`src/rtl/irqs_pkg.sv`:
```
package irqs_pkg;

   // Status bit positions; host software decodes these.
   localparam int BIT_FRAG  = 0;
   localparam int BIT_RXOK  = 1;
   localparam int BIT_TXOK  = 2;
   localparam int BIT_RXERR = 3;
   localparam int BIT_TXERR = 4;
   localparam int BIT_FIFO  = 5;
   localparam int BIT_BUS   = 6;
   localparam int BIT_RXBUF = 7;
   localparam int NUM_SRC   = 8;

   typedef logic [NUM_SRC-1:0] irq_vec_t;

   typedef struct packed {
      logic rx_host_ok;
      logic rx_host_err;
      logic rx_local_ok;
      logic rx_local_err;
      logic tx_ok;
      logic tx_err;
      logic txfifo_ovr;
      logic rxfifo_ovr;
      logic bus_chk_en;
      logic bus_chk_fail;
      logic rxbuf_wrap;
   } irq_evt_t;

endpackage

```
`src/rtl/irqs_frag_cmp.sv`:
```
module irqs_frag_cmp #(
   parameter int LEN_W   = 16,
   parameter bit REG_CMP = 1'b0
) (
   input  logic             clk,
   input  logic             rst_n,
   input  logic [LEN_W-1:0] frag_cnt,
   input  logic [LEN_W-1:0] pkt_len,
   input  logic             len_vld,
   output logic             frag_hit
);

   generate
      if (LEN_W < 1) begin : g_bad_len
         $error("irqs_frag_cmp: LEN_W must be at least 1");
      end
   endgenerate

   logic short_w;
   assign short_w = len_vld && (frag_cnt < pkt_len);

   generate
      if (REG_CMP) begin : g_reg
         logic hit_q;
         always_ff @(posedge clk or negedge rst_n) begin
            if (!rst_n) hit_q <= 1'b0;
            else        hit_q <= short_w;
         end
         assign frag_hit = hit_q;
      end else begin : g_comb
         assign frag_hit = short_w;
      end
   endgenerate

endmodule

```
`src/rtl/irqs_src_map.sv`:
```
module irqs_src_map
   import irqs_pkg::*;
(
   input  irq_evt_t evt,
   input  logic     rx_sel_host,
   input  logic     frag_hit,
   output irq_vec_t set_vec
);

   logic rx_ok_w;
   logic rx_err_w;

   always_comb begin
      if (rx_sel_host) begin
         rx_ok_w  = evt.rx_host_ok;
         rx_err_w = evt.rx_host_err;
      end else begin
         rx_ok_w  = evt.rx_local_ok;
         rx_err_w = evt.rx_local_err;
      end
   end

   always_comb begin
      set_vec            = '0;
      set_vec[BIT_FRAG]  = frag_hit;
      set_vec[BIT_RXOK]  = rx_ok_w;
      set_vec[BIT_TXOK]  = evt.tx_ok;
      set_vec[BIT_RXERR] = rx_err_w;
      set_vec[BIT_TXERR] = evt.tx_err;
      set_vec[BIT_FIFO]  = evt.txfifo_ovr | evt.rxfifo_ovr;
      set_vec[BIT_BUS]   = evt.bus_chk_en & evt.bus_chk_fail;
      set_vec[BIT_RXBUF] = evt.rxbuf_wrap;
   end

endmodule

```
`src/rtl/irqs_sticky.sv`:
```
module irqs_sticky #(
   parameter int WIDTH = 8
) (
   input  logic             clk,
   input  logic             rst_n,
   input  logic [WIDTH-1:0] set_i,
   input  logic [WIDTH-1:0] clr_i,
   output logic [WIDTH-1:0] stat_o
);

   generate
      if (WIDTH < 1) begin : g_bad_width
         $error("irqs_sticky: WIDTH must be at least 1");
      end
   endgenerate

   generate
      for (genvar i = 0; i < WIDTH; i++) begin : g_bit
         logic bit_q;
         always_ff @(posedge clk or negedge rst_n) begin
            if (!rst_n)        bit_q <= 1'b0;
            else if (set_i[i]) bit_q <= 1'b1;
            else if (clr_i[i]) bit_q <= 1'b0;
         end
         assign stat_o[i] = bit_q;

         AST_STICKY_HOLD: assert property (@(posedge clk) disable iff (!rst_n)
            (bit_q && !clr_i[i]) |=> bit_q);
         AST_SET_WINS: assert property (@(posedge clk) disable iff (!rst_n)
            set_i[i] |=> bit_q);
         AST_W1C_CLEARS: assert property (@(posedge clk) disable iff (!rst_n)
            (clr_i[i] && !set_i[i]) |=> !bit_q);
      end
   endgenerate

endmodule

```
`src/rtl/eth_irq_status.sv`:
```
module eth_irq_status
   import irqs_pkg::*;
#(
   parameter int ADDR_W     = 2,
   parameter int LEN_W      = 16,
   parameter int STAT_ADDR  = 0,
   parameter int EN_ADDR    = 1,
   parameter int CTRL_ADDR  = 2,
   parameter int RX_SEL_BIT = 4,
   parameter bit FRAG_REG   = 1'b0,
   parameter bit IRQ_REG    = 1'b1
) (
   input  logic              clk,
   input  logic              rst_n,
   input  logic [ADDR_W-1:0] host_addr,
   input  logic              host_wr,
   input  logic [7:0]        host_wdata,
   output logic [7:0]        host_rdata,
   input  logic              rx_host_ok,
   input  logic              rx_host_err,
   input  logic              rx_local_ok,
   input  logic              rx_local_err,
   input  logic              tx_ok,
   input  logic              tx_err,
   input  logic              txfifo_ovr,
   input  logic              rxfifo_ovr,
   input  logic              bus_chk_en,
   input  logic              bus_chk_fail,
   input  logic              rxbuf_wrap,
   input  logic [LEN_W-1:0]  frag_cnt,
   input  logic [LEN_W-1:0]  pkt_len,
   input  logic              pkt_len_vld,
   output logic              irq
);

   localparam int REG_W = NUM_SRC;
   localparam logic [ADDR_W-1:0] A_STAT = ADDR_W'(STAT_ADDR);
   localparam logic [ADDR_W-1:0] A_EN   = ADDR_W'(EN_ADDR);
   localparam logic [ADDR_W-1:0] A_CTRL = ADDR_W'(CTRL_ADDR);

   // Elaboration-time parameter checks
   generate
      if (ADDR_W < 2) begin : g_bad_addr_w
         $error("eth_irq_status: ADDR_W must hold three addresses");
      end
      if (RX_SEL_BIT < 0 || RX_SEL_BIT >= REG_W) begin : g_bad_sel
         $error("eth_irq_status: RX_SEL_BIT out of register range");
      end
      if (STAT_ADDR == EN_ADDR || STAT_ADDR == CTRL_ADDR || EN_ADDR == CTRL_ADDR) begin : g_bad_map
         $error("eth_irq_status: register addresses must differ");
      end
      if (STAT_ADDR >= (1 << ADDR_W) || EN_ADDR >= (1 << ADDR_W) || CTRL_ADDR >= (1 << ADDR_W)) begin : g_bad_range
         $error("eth_irq_status: register address exceeds ADDR_W");
      end
   endgenerate

   // Host write decode
   logic wr_stat, wr_en, wr_ctrl;
   assign wr_stat = host_wr && (host_addr == A_STAT);
   assign wr_en   = host_wr && (host_addr == A_EN);
   assign wr_ctrl = host_wr && (host_addr == A_CTRL);

   // Enable and control registers
   logic [REG_W-1:0] en_q;
   logic             rx_sel_q;

   always_ff @(posedge clk or negedge rst_n) begin
      if (!rst_n) begin
         en_q     <= '0;
         rx_sel_q <= 1'b0;
      end else begin
         if (wr_en)   en_q     <= host_wdata;
         if (wr_ctrl) rx_sel_q <= host_wdata[RX_SEL_BIT];
      end
   end

   // Event sources
   irq_evt_t evt_w;
   always_comb begin
      evt_w.rx_host_ok   = rx_host_ok;
      evt_w.rx_host_err  = rx_host_err;
      evt_w.rx_local_ok  = rx_local_ok;
      evt_w.rx_local_err = rx_local_err;
      evt_w.tx_ok        = tx_ok;
      evt_w.tx_err       = tx_err;
      evt_w.txfifo_ovr   = txfifo_ovr;
      evt_w.rxfifo_ovr   = rxfifo_ovr;
      evt_w.bus_chk_en   = bus_chk_en;
      evt_w.bus_chk_fail = bus_chk_fail;
      evt_w.rxbuf_wrap   = rxbuf_wrap;
   end

   logic frag_hit_w;

   irqs_frag_cmp #(
      .LEN_W   (LEN_W),
      .REG_CMP (FRAG_REG)
   ) frag_i (
      .clk      (clk),
      .rst_n    (rst_n),
      .frag_cnt (frag_cnt),
      .pkt_len  (pkt_len),
      .len_vld  (pkt_len_vld),
      .frag_hit (frag_hit_w)
   );

   irq_vec_t set_w;

   irqs_src_map map_i (
      .evt         (evt_w),
      .rx_sel_host (rx_sel_q),
      .frag_hit    (frag_hit_w),
      .set_vec     (set_w)
   );

   logic [REG_W-1:0] clr_w;
   logic [REG_W-1:0] stat_w;
   assign clr_w = wr_stat ? host_wdata : '0;

   irqs_sticky #(
      .WIDTH (REG_W)
   ) sticky_i (
      .clk    (clk),
      .rst_n  (rst_n),
      .set_i  (set_w),
      .clr_i  (clr_w),
      .stat_o (stat_w)
   );

   // Read mux
   logic [7:0] ctrl_rd;
   always_comb begin
      ctrl_rd             = '0;
      ctrl_rd[RX_SEL_BIT] = rx_sel_q;
   end

   always_comb begin
      if (host_addr == A_STAT)      host_rdata = stat_w;
      else if (host_addr == A_EN)   host_rdata = en_q;
      else if (host_addr == A_CTRL) host_rdata = ctrl_rd;
      else                          host_rdata = '0;
   end

   // Interrupt output
   logic pend_w;
   assign pend_w = |(stat_w & en_q);

   generate
      if (IRQ_REG) begin : g_irq_reg
         logic irq_q;
         always_ff @(posedge clk or negedge rst_n) begin
            if (!rst_n) irq_q <= 1'b0;
            else        irq_q <= pend_w;
         end
         assign irq = irq_q;

         AST_IRQ_LAGS_STATUS: assert property (@(posedge clk) disable iff (!rst_n)
            1'b1 |=> (irq == $past(|(stat_w & en_q))));
      end else begin : g_irq_comb
         assign irq = pend_w;
      end
   endgenerate

   generate
      if (!FRAG_REG) begin : g_frag_chk
         AST_FRAG_NEEDS_STROBE: assert property (@(posedge clk) disable iff (!rst_n)
            (!pkt_len_vld && !stat_w[BIT_FRAG]) |=> !stat_w[BIT_FRAG]);
      end
   endgenerate

   AST_BUS_GATED: assert property (@(posedge clk) disable iff (!rst_n)
      (!bus_chk_en && !stat_w[BIT_BUS]) |=> !stat_w[BIT_BUS]);

   AST_EN_HOLD: assert property (@(posedge clk) disable iff (!rst_n)
      !wr_en |=> $stable(en_q));

   AST_STAT_ONLY_W1C: assert property (@(posedge clk) disable iff (!rst_n)
      (!wr_stat) |=> ((stat_w & $past(stat_w)) == $past(stat_w)));

endmodule

```
`config.mk`:
```
export PLATFORM = sky130hd
export DESIGN_NAME = eth_irq_status
export DESIGN_NICKNAME = d
export VERILOG_FILES = /design/src/rtl/irqs_pkg.sv /design/src/rtl/irqs_frag_cmp.sv /design/src/rtl/irqs_src_map.sv /design/src/rtl/irqs_sticky.sv /design/src/rtl/eth_irq_status.sv
export SDC_FILE = /design/constraint.sdc
export NUM_CORES = 1
export LEC_CHECK = 0
export BUFFER_PORTS_ARGS = -buffer_cell sky130_fd_sc_hd__buf_2
export CAP_MARGIN = 20
export CORE_MARGIN = 2
export CORE_UTILIZATION = 40
export DETAILED_ROUTE_END_ITERATION = 8
export PLACE_DENSITY = 0.77
export SETUP_SLACK_MARGIN = 0.02
export SLEW_MARGIN = 20
export SYNTH_ARGS = -nofsm -noshare
export SYNTH_HDL_FRONTEND = slang
export SYNTH_SLANG_ARGS = --single-unit
export TNS_END_PERCENT = 5
```
`constraint.sdc`:
```
create_clock -name clk -period 1 [get_ports clk]
set_input_delay 0.2 -clock clk [delete_from_list [all_inputs] [get_ports clk]]
set_output_delay 0.2 -clock clk [all_outputs]
set_load 0.01 [all_outputs]
```
# Word-level counts from Yosys, hierarchy flattened
# Index checks and enable logic that the tools add are counted.
[word_totals]
ff_bits = 18
inputBits = 57
wordCells = 53
[classes]
order_cmp = 1
n_eq_ne = 2
n_mux = 22
bitwise_logic = 3
reduce_logical = 14
[op_table]
columns = ["cell", "n"]
rows = [
  ["2-to-1 mux 8 bit", 3],
  ["2-to-1 mux 1 bit", 18],
  ["less-than comparator 16 bit", 1],
  ["nonzero test 2 bit", 8],
  ["AND 8 bit", 1],
  ["OR reduction 8 bit", 1],
  ["2-to-1 mux 5 bit", 1],
  ["logical AND 1 bit", 4],
  ["== test 2 x 1 -> 1 bit, second input constant", 1],
  ["== test 2 bit, second input constant", 1],
  ["zero test 2 bit", 1],
  ["AND 1 bit", 1],
  ["bitwise OR 1 bit", 1],
]

# Longest topological paths before layout
# Gate-level depths: netlist of the first run.
[logic_depth]
depth_word = 5
mapped_depth = 6
ltp_nobuf = 6

# Cells and area by module
# From an unflattened synthesis of the first run, not the netlist that was laid out.
[hier_totals]
cells_unflattened = 148
hier_area_um2 = 1451.4
[by_module_without_submodules]
columns = ["mod", "n_inst", "cells_per_inst", "area_each_um2", "seq_area_each_um2"]
rows = [
  ["eth_irq_status", 1, 54, 641.9, 250.2],
  ["irqs_frag_cmp", 1, 52, 379.1, 0.0],
  ["irqs_sticky", 1, 32, 350.3, 200.2],
  ["irqs_src_map", 1, 10, 80.1, 0.0],
]

# Worst setup path before layout of the first run
# Ideal clock, no wire load.
[synth_path]
path_type = "in2reg"
startpoint = "input port pkt_len[15]"
endpoint = "register sticky_i.g_bit[0].bit_q"
setup_ps = 122
t_arrival_ps = 1558
path_slack_ps = -679
path_stages = 6
n_path_buf = 0
path_cell_list = "inv_1 ha_1 nand4_1 or3_1 or4_1 a32o_1"
[synth_between]
elab_chain_len = 3
[synth_rtl]
columns = ["item", "line", "text"]
rows = [
  ["start: declaration", "eth_irq_status.sv:31", "input logic [LEN_W-1:0] pkt_len,"],
  ["less-than comparator 16 bit *", "irqs_frag_cmp.sv:20", "assign short_w = len_vld && (frag_cnt < pkt_len);"],
  ["logical AND 1 bit *", "irqs_frag_cmp.sv:20", ""],
  ["2-to-1 mux 1 bit or nonzero test 2 bit (tied branches)", "n/a", ""],
  ["end signal: assignment", "irqs_sticky.sv:21", "if (!rst_n) bit_q <= 1'b0;"],
  ["end signal: assignment", "irqs_sticky.sv:22", "else if (set_i[i]) bit_q <= 1'b1;"],
  ["end signal: assignment", "irqs_sticky.sv:23", "else if (clr_i[i]) bit_q <= 1'b0;"],
  ["end: declaration", "irqs_sticky.sv:19", "logic bit_q;"],
]
# Every way passes the cells marked *; elsewhere a longest branch is shown, timed or not.
# A chain may end at the register's enable or synchronous reset.

# Worst setup path after layout of the first run
[layout_path]
startpoint = "input port frag_cnt[13]"
endpoint = "register sticky_i.g_bit[0].bit_q"
[layout_between]
elab_chain_len = 3
[layout_rtl]
columns = ["item", "line", "text"]
rows = [
  ["start: declaration", "eth_irq_status.sv:30", "input logic [LEN_W-1:0] frag_cnt,"],
  ["less-than comparator 16 bit *", "irqs_frag_cmp.sv:20", ""],
  ["logical AND 1 bit *", "irqs_frag_cmp.sv:20", ""],
  ["2-to-1 mux 1 bit or nonzero test 2 bit (tied branches)", "n/a", ""],
]
# Marked as above.

==> flow_summary_export.csv, run 1 <==
group,metric,value,unit
outcome,status,"finished, violations left",
outcome,violations,"setup timing",
drt,via_per_inst,5.11,
layout,instances_no_fill,236,
clocking,cts_root_buf,"clkbuf_4",
global_route,gr-usage-all-layers,0.175,
synth,synth-seq-cells,18,
sta,worstMarginPinSlew,0.578,ns
synth,async_reset_ff_frac,1.00,
die,die-area,3540,µm²
layout,most-common-layout-cells,"buf_2 (63), dfrtp_1 (18), nand2_1 (12), inv_1 (10), buf_4 (10)",
layout,postLayoutCoreUtil,0.596,
synth,synth_flop_cell,"dfrtp_1",
global_route,grt_pass1_wl,4750,µm
layout,multi_input_area,797,µm²
sta,holdWs,0.0885,ns
synth,synth-simple-area-share,0.148,
sta,rsz0062_at_grt,"true",
drt,dr.pass1.iters,4,
drt,drt_iter0_drc,52,
synth,syn_inst,126,
setup_path,crit_fanout,2,
synth,synth-compound-area-share,0.135,
synth,synth_top_family_by_area,"adder cells",
sta,slew_headroom,0.605,
worst_hold_path,whs_path_depth,2,
setup_path,rr_worst_depth,1,
setup_path,critPathLaunchType,"primary input",
setup_path,critPathSlowestCell,"or4_4",
clocking,cts.sinks,18,
job,maxCapViolations,0,
sta,fin_ws,-0.554,ns
layout,nets,277,
die,die_height,59.5,µm
layout,diodes,0,
sta,hold_violations,0,
layout,syn_to_final_growth,45.3,%
pwr,total_power,0.00182,W
global_route,grt_max_degree,19,
setup_path,crit_required,1.18,ns
layout,drive_gt1_frac,0.453,
placement,gp_congestion,0.755,
clocking,post_cts_buffers,0,
synth,synth_area_per_cell,9.78,µm²
clocking,cts_buffers,3,
synth,synth.distinct_cells,31,
global_route,antenna_found_initial,0,
synth,synth_edf_count,0,
drt,routedWlPerCell,12.5,µm
clocking,cts_tree,"built",
synth,ys.warnings.count,0,
placement,place_inst,232,
die,io_pins,66,
die,row_count,20,
drt,drc,0,
global_route,grt_overflow,0,
synth,synthXorXnorAreaFrac,0,
setup_path,path_class,"primary input to flip-flop",
setup_path,crit_arrival,1.73,ns
sta,fin_crit,1.55,ns
setup_path,cp-end-kind,"flip-flop",
setup_path,crit_chain,"buf_2 -> ha_4 -> nand4_1 -> or3_1 -> or4_4 -> a32o_1",
layout,ff_latch_area,450,µm²
global_route,grt-busiest-layer,"met2",
die,start_util,0.410,
sta,period_share,1.55,
global_route,met2_usage,0.330,
clocking,clkSlewWorstSetupHoldPaths,0.10,ns
setup_path,crit_family,"simple AND/OR/NAND/NOR gates",
synth,synth.area.mux_share,0.147,
layout,final_common_cell,"buf_2",
synth,synthesis.nets,198,
drt,final_antenna_net_count,0,
global_route,grt_pass1_vias,1170,
setup_path,cp_num_buf_inv,1,
sta,setup_viol,9,
setup_path,r2r_slack,0.10,ns
setup_path,cp_slowest_stage_delay,0.42,ns
clocking,clkLatencyLatePin,0.28,ns
drt,drt-total-wl,2940,µm
worst_hold_path,min_path_type,"primary input to flip-flop",
global_route,grtUsageMet1,0.199,
setup_path,path_depth,6,
pwr,power_density,1020,nW/µm²
clocking,htreeDepth,1,
pwr,peakVddDrop,0.400,mV
global_route,globalRouteMet3Util,0.0218,
pwr,leakagePower,0.896,nW
placement,port_buffers,65,
drt,num_vias,1206,
die,die_w,59.5,µm
synth,synth_fa_ha_area_frac,0.152,
placement,hpwlAfterDp,2340,µm
sta,fin_skew,0.000921,ns
clocking,cts_buffer_depth,2,
sta,max_freq,644,MHz
synth,netlist_area,1230,µm²
sta,slew_violations,0,
sta,tns,-2.34,ns
synth,synth-seq-area-share,0.365,
layout,fillers,261,
die,core,3000,µm²
flip-flops by register name, indices dropped and copies added, names as in the netlist:
| name | count |
|---|---|
| en_q | 8 |
| irq | 1 |
| rx_sel_q | 1 |
| sticky_i.g_bit.bit_q | 8 |
logic make-up after synthesis:
logic type               after synthesis
flip-flops                            18
multiplexers                          17
adder cells (fa/ha/maj)               15
AND/OR/NAND/NOR                       36
buffers and inverters                 17
AO/OA/AOI/OAI                         23
cells in the mapped netlist, drive strengths merged (2+ instances only):
| master | count | area (µm²) |
|---|---|---|
| dfrtp | 18 | 450 |
| ha | 15 | 188 |
| inv | 15 | 56.3 |
| nand2 | 12 | 45.0 |
| mux2 | 9 | 101 |
| mux2i | 8 | 80.1 |
| nor2 | 8 | 30.0 |
| a21oi | 4 | 20.0 |
| a22oi | 4 | 30.0 |
| nand4 | 4 | 25.0 |
| o21ai | 4 | 20.0 |
| a21o | 3 | 22.5 |
| a221o | 2 | 20.0 |
| nand3 | 2 | 10.0 |
| nand3b | 2 | 15.0 |
| nor2b | 2 | 12.5 |
| nor3b | 2 | 20.0 |
final cells by class:
cell class                 count  share of cell area
sequential                    18               0.252
inverter                      15              0.0314
timing repair buffer          76               0.236
clock buffer                   3              0.0126
multi-input combinational     91               0.445
tap                           33              0.0231
power breakdown:
group	switching (W)	internal (W)	total, W
Clock	0.000206	0.000140	0.000346
Sequential	0.0000735	0.000817	0.000890
Combinational	0.000264	0.000324	0.000588
Total	0.000544	0.00128	0.00182
final timing paths:
path                                         startpoint                      end
worst max register to register                 rx_sel_q  sticky_i.g_bit[3].bit_q
worst max-delay path                       frag_cnt[13]  sticky_i.g_bit[0].bit_q
max in group asynchronous                         rst_n                  en_q[1]
worst min-delay path                              tx_ok  sticky_i.g_bit[2].bit_q
worst min register to register  sticky_i.g_bit[7].bit_q  sticky_i.g_bit[7].bit_q
min in group asynchronous                         rst_n  sticky_i.g_bit[3].bit_q
layer usage:
metal,part of all wire,vias to the layer above
met5,0,-
met4,0.011,0
met3,0.071,6
met2,0.49,51
met1,0.43,542
li1,-,607
through the flow:
step,worst slack (ns),instance area (µm²)
after floorplan,-0.665,1240
after global placement,-0.807,1680
after detailed placement,-0.863,1680
after CTS,-0.535,1770
after global routing,-0.589,1790
final,-0.554,1790
what timing repair did:
| item | CTS | global route |
|---|---|---|
| pin swaps | 1 | 1 |
| cloned | 0 | 0 |
| hold buffers | 1 | 0 |
| gates resized for setup | 9 | 4 |
| setup endpoints to repair | 10 | 10 |
| endpoints found under the hold margin | 18 | 0 |
(Power assumes the default switching activity.)
==> run 2, diff against run 1 <==
--- a/config.mk
+++ b/config.mk
@@ -12,8 +12,7 @@
 export DETAILED_ROUTE_END_ITERATION = 8
 export PLACE_DENSITY = 0.77
 export SETUP_SLACK_MARGIN = 0.02
-export SLEW_MARGIN = 20
 export SYNTH_ARGS = -nofsm -noshare
 export SYNTH_HDL_FRONTEND = slang
 export SYNTH_SLANG_ARGS = --single-unit
-export TNS_END_PERCENT = 5
+export TNS_END_PERCENT = 50
==> constraint.sdc (replaced) <==
create_clock -name clk -period 1 [get_ports clk]
set_input_delay 0.2 -clock clk [delete_from_list [all_inputs] [get_ports clk]]
set_output_delay 0.2 -clock clk [all_outputs]
set_load 0.1 [all_outputs]
==> run 2 against run 1 <==
  * Non-clock buffer count grew 23
  * Routed wire length grew 26%
  * Highest routed layer unchanged
  * Hold slack lost 0.013 ns
  * Sequential share of layout area fell by 5.5 points
  * Critical path depth did not move
  * Cell count grew 10%
  * Clock power up 33%
  * Core utilization is 17 points higher
  * Via count grew 11%
  * The run still ends with setup timing left
==> flow_summary_export.csv, run 2 (synthesis results as in run 1) <==
group,metric,value,unit
outcome,status,"finished, violations left",
outcome,violations,"setup timing",
sta,worstMarginPinSlew,0.418,ns
setup_path,crit_arrival,1.68,ns
sta,fin_crit,1.49,ns
layout,fillers,205,
setup_path,critPathSlowestCell,"or4_1",
die,io_pins,66,
setup_path,rr_endpoint,"en_q[3]",
clocking,cts_buffers,3,
setup_path,cp_slowest_stage_delay,0.40,ns
placement,gp_congestion,0.837,
setup_path,crit_fanout,3,
global_route,grt_pass1_vias,1377,
setup_path,crit_chain,"buf_2 -> ha_4 -> nand4_1 -> or3_1 -> or4_1 -> a32o_1",
pwr,power_density,1200,nW/µm²
layout,reg.largest.list,"en_q: 8 flops, sticky_i.g_bit.bit_q: 8 flops",
die,row_count,20,
pwr,leakagePower,1.10,nW
sta,fin_skew,0.00557,ns
placement,hpwlAfterDp,2790,µm
setup_path,crit_required,1.19,ns
drt,routedWlPerCell,14.3,µm
drt,dr.pass1.iters,4,
sta,setup_viol,15,
worst_hold_path,min_path_type,"primary input to flip-flop",
sta,fin_ws,-0.491,ns
die,die_w,59.5,µm
clocking,htreeDepth,1,
drt,drc,0,
layout,diodes,0,
job,maxCapViolations,0,
global_route,grt_pass1_wl,5910,µm
global_route,grt_max_degree,19,
sta,slew_violations,0,
layout,nets,300,
die,core,3000,µm²
setup_path,path_class,"primary input to flip-flop",
sta,hold_violations,0,
sta,period_share,1.49,
layout,finish.instance_area,2300,µm²
placement,port_buffers,65,
layout,most-common-layout-cells,"buf_2 (50), buf_4 (24), dfrtp_1 (17), buf_6 (15), nand2_1 (12)",
layout,drive_gt1_frac,0.612,
worst_hold_path,min_to,"sticky_i.g_bit[7].bit_q",
setup_path,reg2reg_from,"en_q[3]",
pwr,peakVddDrop,0.429,mV
setup_path,r2r_slack,-0.11,ns
pwr,total_power,0.00277,W
drt,drt-total-wl,3710,µm
clocking,cts.sinks,18,
clocking,cts_tree,"built",
drt,num_vias,1344,
global_route,antenna_found_initial,0,
setup_path,critPathLaunchType,"primary input",
drt,drt_iter0_drc,33,
clocking,cts_buffer_depth,2,
drt,via_per_inst,5.17,
clocking,clkSlewWorstSetupHoldPaths,0.11,ns
global_route,grt_overflow,0,
layout,final_common_cell,"buf_2",
worst_hold_path,whs_path_depth,2,
placement,placed_cell_area,2070,µm²
layout,syn_to_final_growth,86.6,%
sta,rsz0062_at_grt,"true",
die,start_util,0.410,
clocking,cts_root_buf,"clkbuf_4",
die,die-area,3540,µm²
setup_path,cp-end-kind,"flip-flop",
drt,final_antenna_net_count,0,
sta,max_freq,671,MHz
global_route,gr-usage-all-layers,0.221,
sta,slew_headroom,0.722,
setup_path,rr_worst_depth,4,
worst_hold_path,min_from,"rxbuf_wrap",
layout,postLayoutCoreUtil,0.766,
clocking,clkLatencyLatePin,0.29,ns
die,die_height,59.5,µm
## run 2: critical path: cells and delay by family
kind                     cells  cell delay, ns
adder cells (fa/ha/maj)      1            0.26
buffers and inverters        1            0.12
AND/OR/NAND/NOR              3            0.87
AO/OA/AOI/OAI                1            0.23
## run 2: how the worst max path moves through the flow
stage                  from  slack, ns  depth (start not counted)                 endpoint
2_1_floorplan   pkt_len[15]      -0.63                          6  sticky_i.g_bit[0].bit_q
3_3_place_gp    pkt_len[15]      -0.82                          7  sticky_i.g_bit[0].bit_q
3_5_place_dp    pkt_len[15]      -0.86                          7  sticky_i.g_bit[0].bit_q
4_1_cts        frag_cnt[15]      -0.50                          6  sticky_i.g_bit[0].bit_q
5_1_grt        frag_cnt[15]      -0.52                          6  sticky_i.g_bit[0].bit_q
6_report       frag_cnt[15]      -0.49                          6  sticky_i.g_bit[0].bit_q
## run 2: repair_timing
item	CTS	global route
hold buffers	1	0
gates resized for setup	25	7
setup endpoints to repair	14	18
pin swaps	3	2
endpoints found under the hold margin	18	0
setup buffers	3	4
## run 2: area by class of cell
| type | instances | area, µm² | share of cell area |
|---|---|---|---|
| clock buffer | 4 | 36.3 | 0.0158 |
| inverter | 15 | 68.8 | 0.0299 |
| multi-input combinational | 91 | 912 | 0.397 |
| sequential | 18 | 452 | 0.196 |
| tap | 33 | 41.3 | 0.0180 |
| timing repair buffer | 99 | 790 | 0.343 |
## run 2: report_power, final
part / total (W) / internal [W] / switching, W
Combinational: 0.00141 / 0.000719 / 0.000695
Sequential: 0.000891 / 0.000817 / 0.0000742
Clock: 0.000460 / 0.000222 / 0.000239
## run 2: routing by layer
metal,routed length [µm],global-route usage,vias up
li1,-,-,651
met1,1470,0.246,631
met2,1980,0.435,58
met3,223,0.0284,4
met4,31,0.0540,0
met5,0,0,-
## run 2: stage by stage
step | cells | setup TNS [ns] | setup WS (ns) | hold WS [ns]
final | 260 | -3.75 | -0.491 | 0.0757
after global routing | 260 | -4.29 | -0.516 | 0.0843
after CTS | 256 | -3.33 | -0.496 | 0.0821
after detailed placement | 248 | -6.07 | -0.861 | 0.158
after global placement | 248 | -5.84 | -0.816 | 0.141
after floorplan | 126 | -2.19 | -0.628 | -0.0956
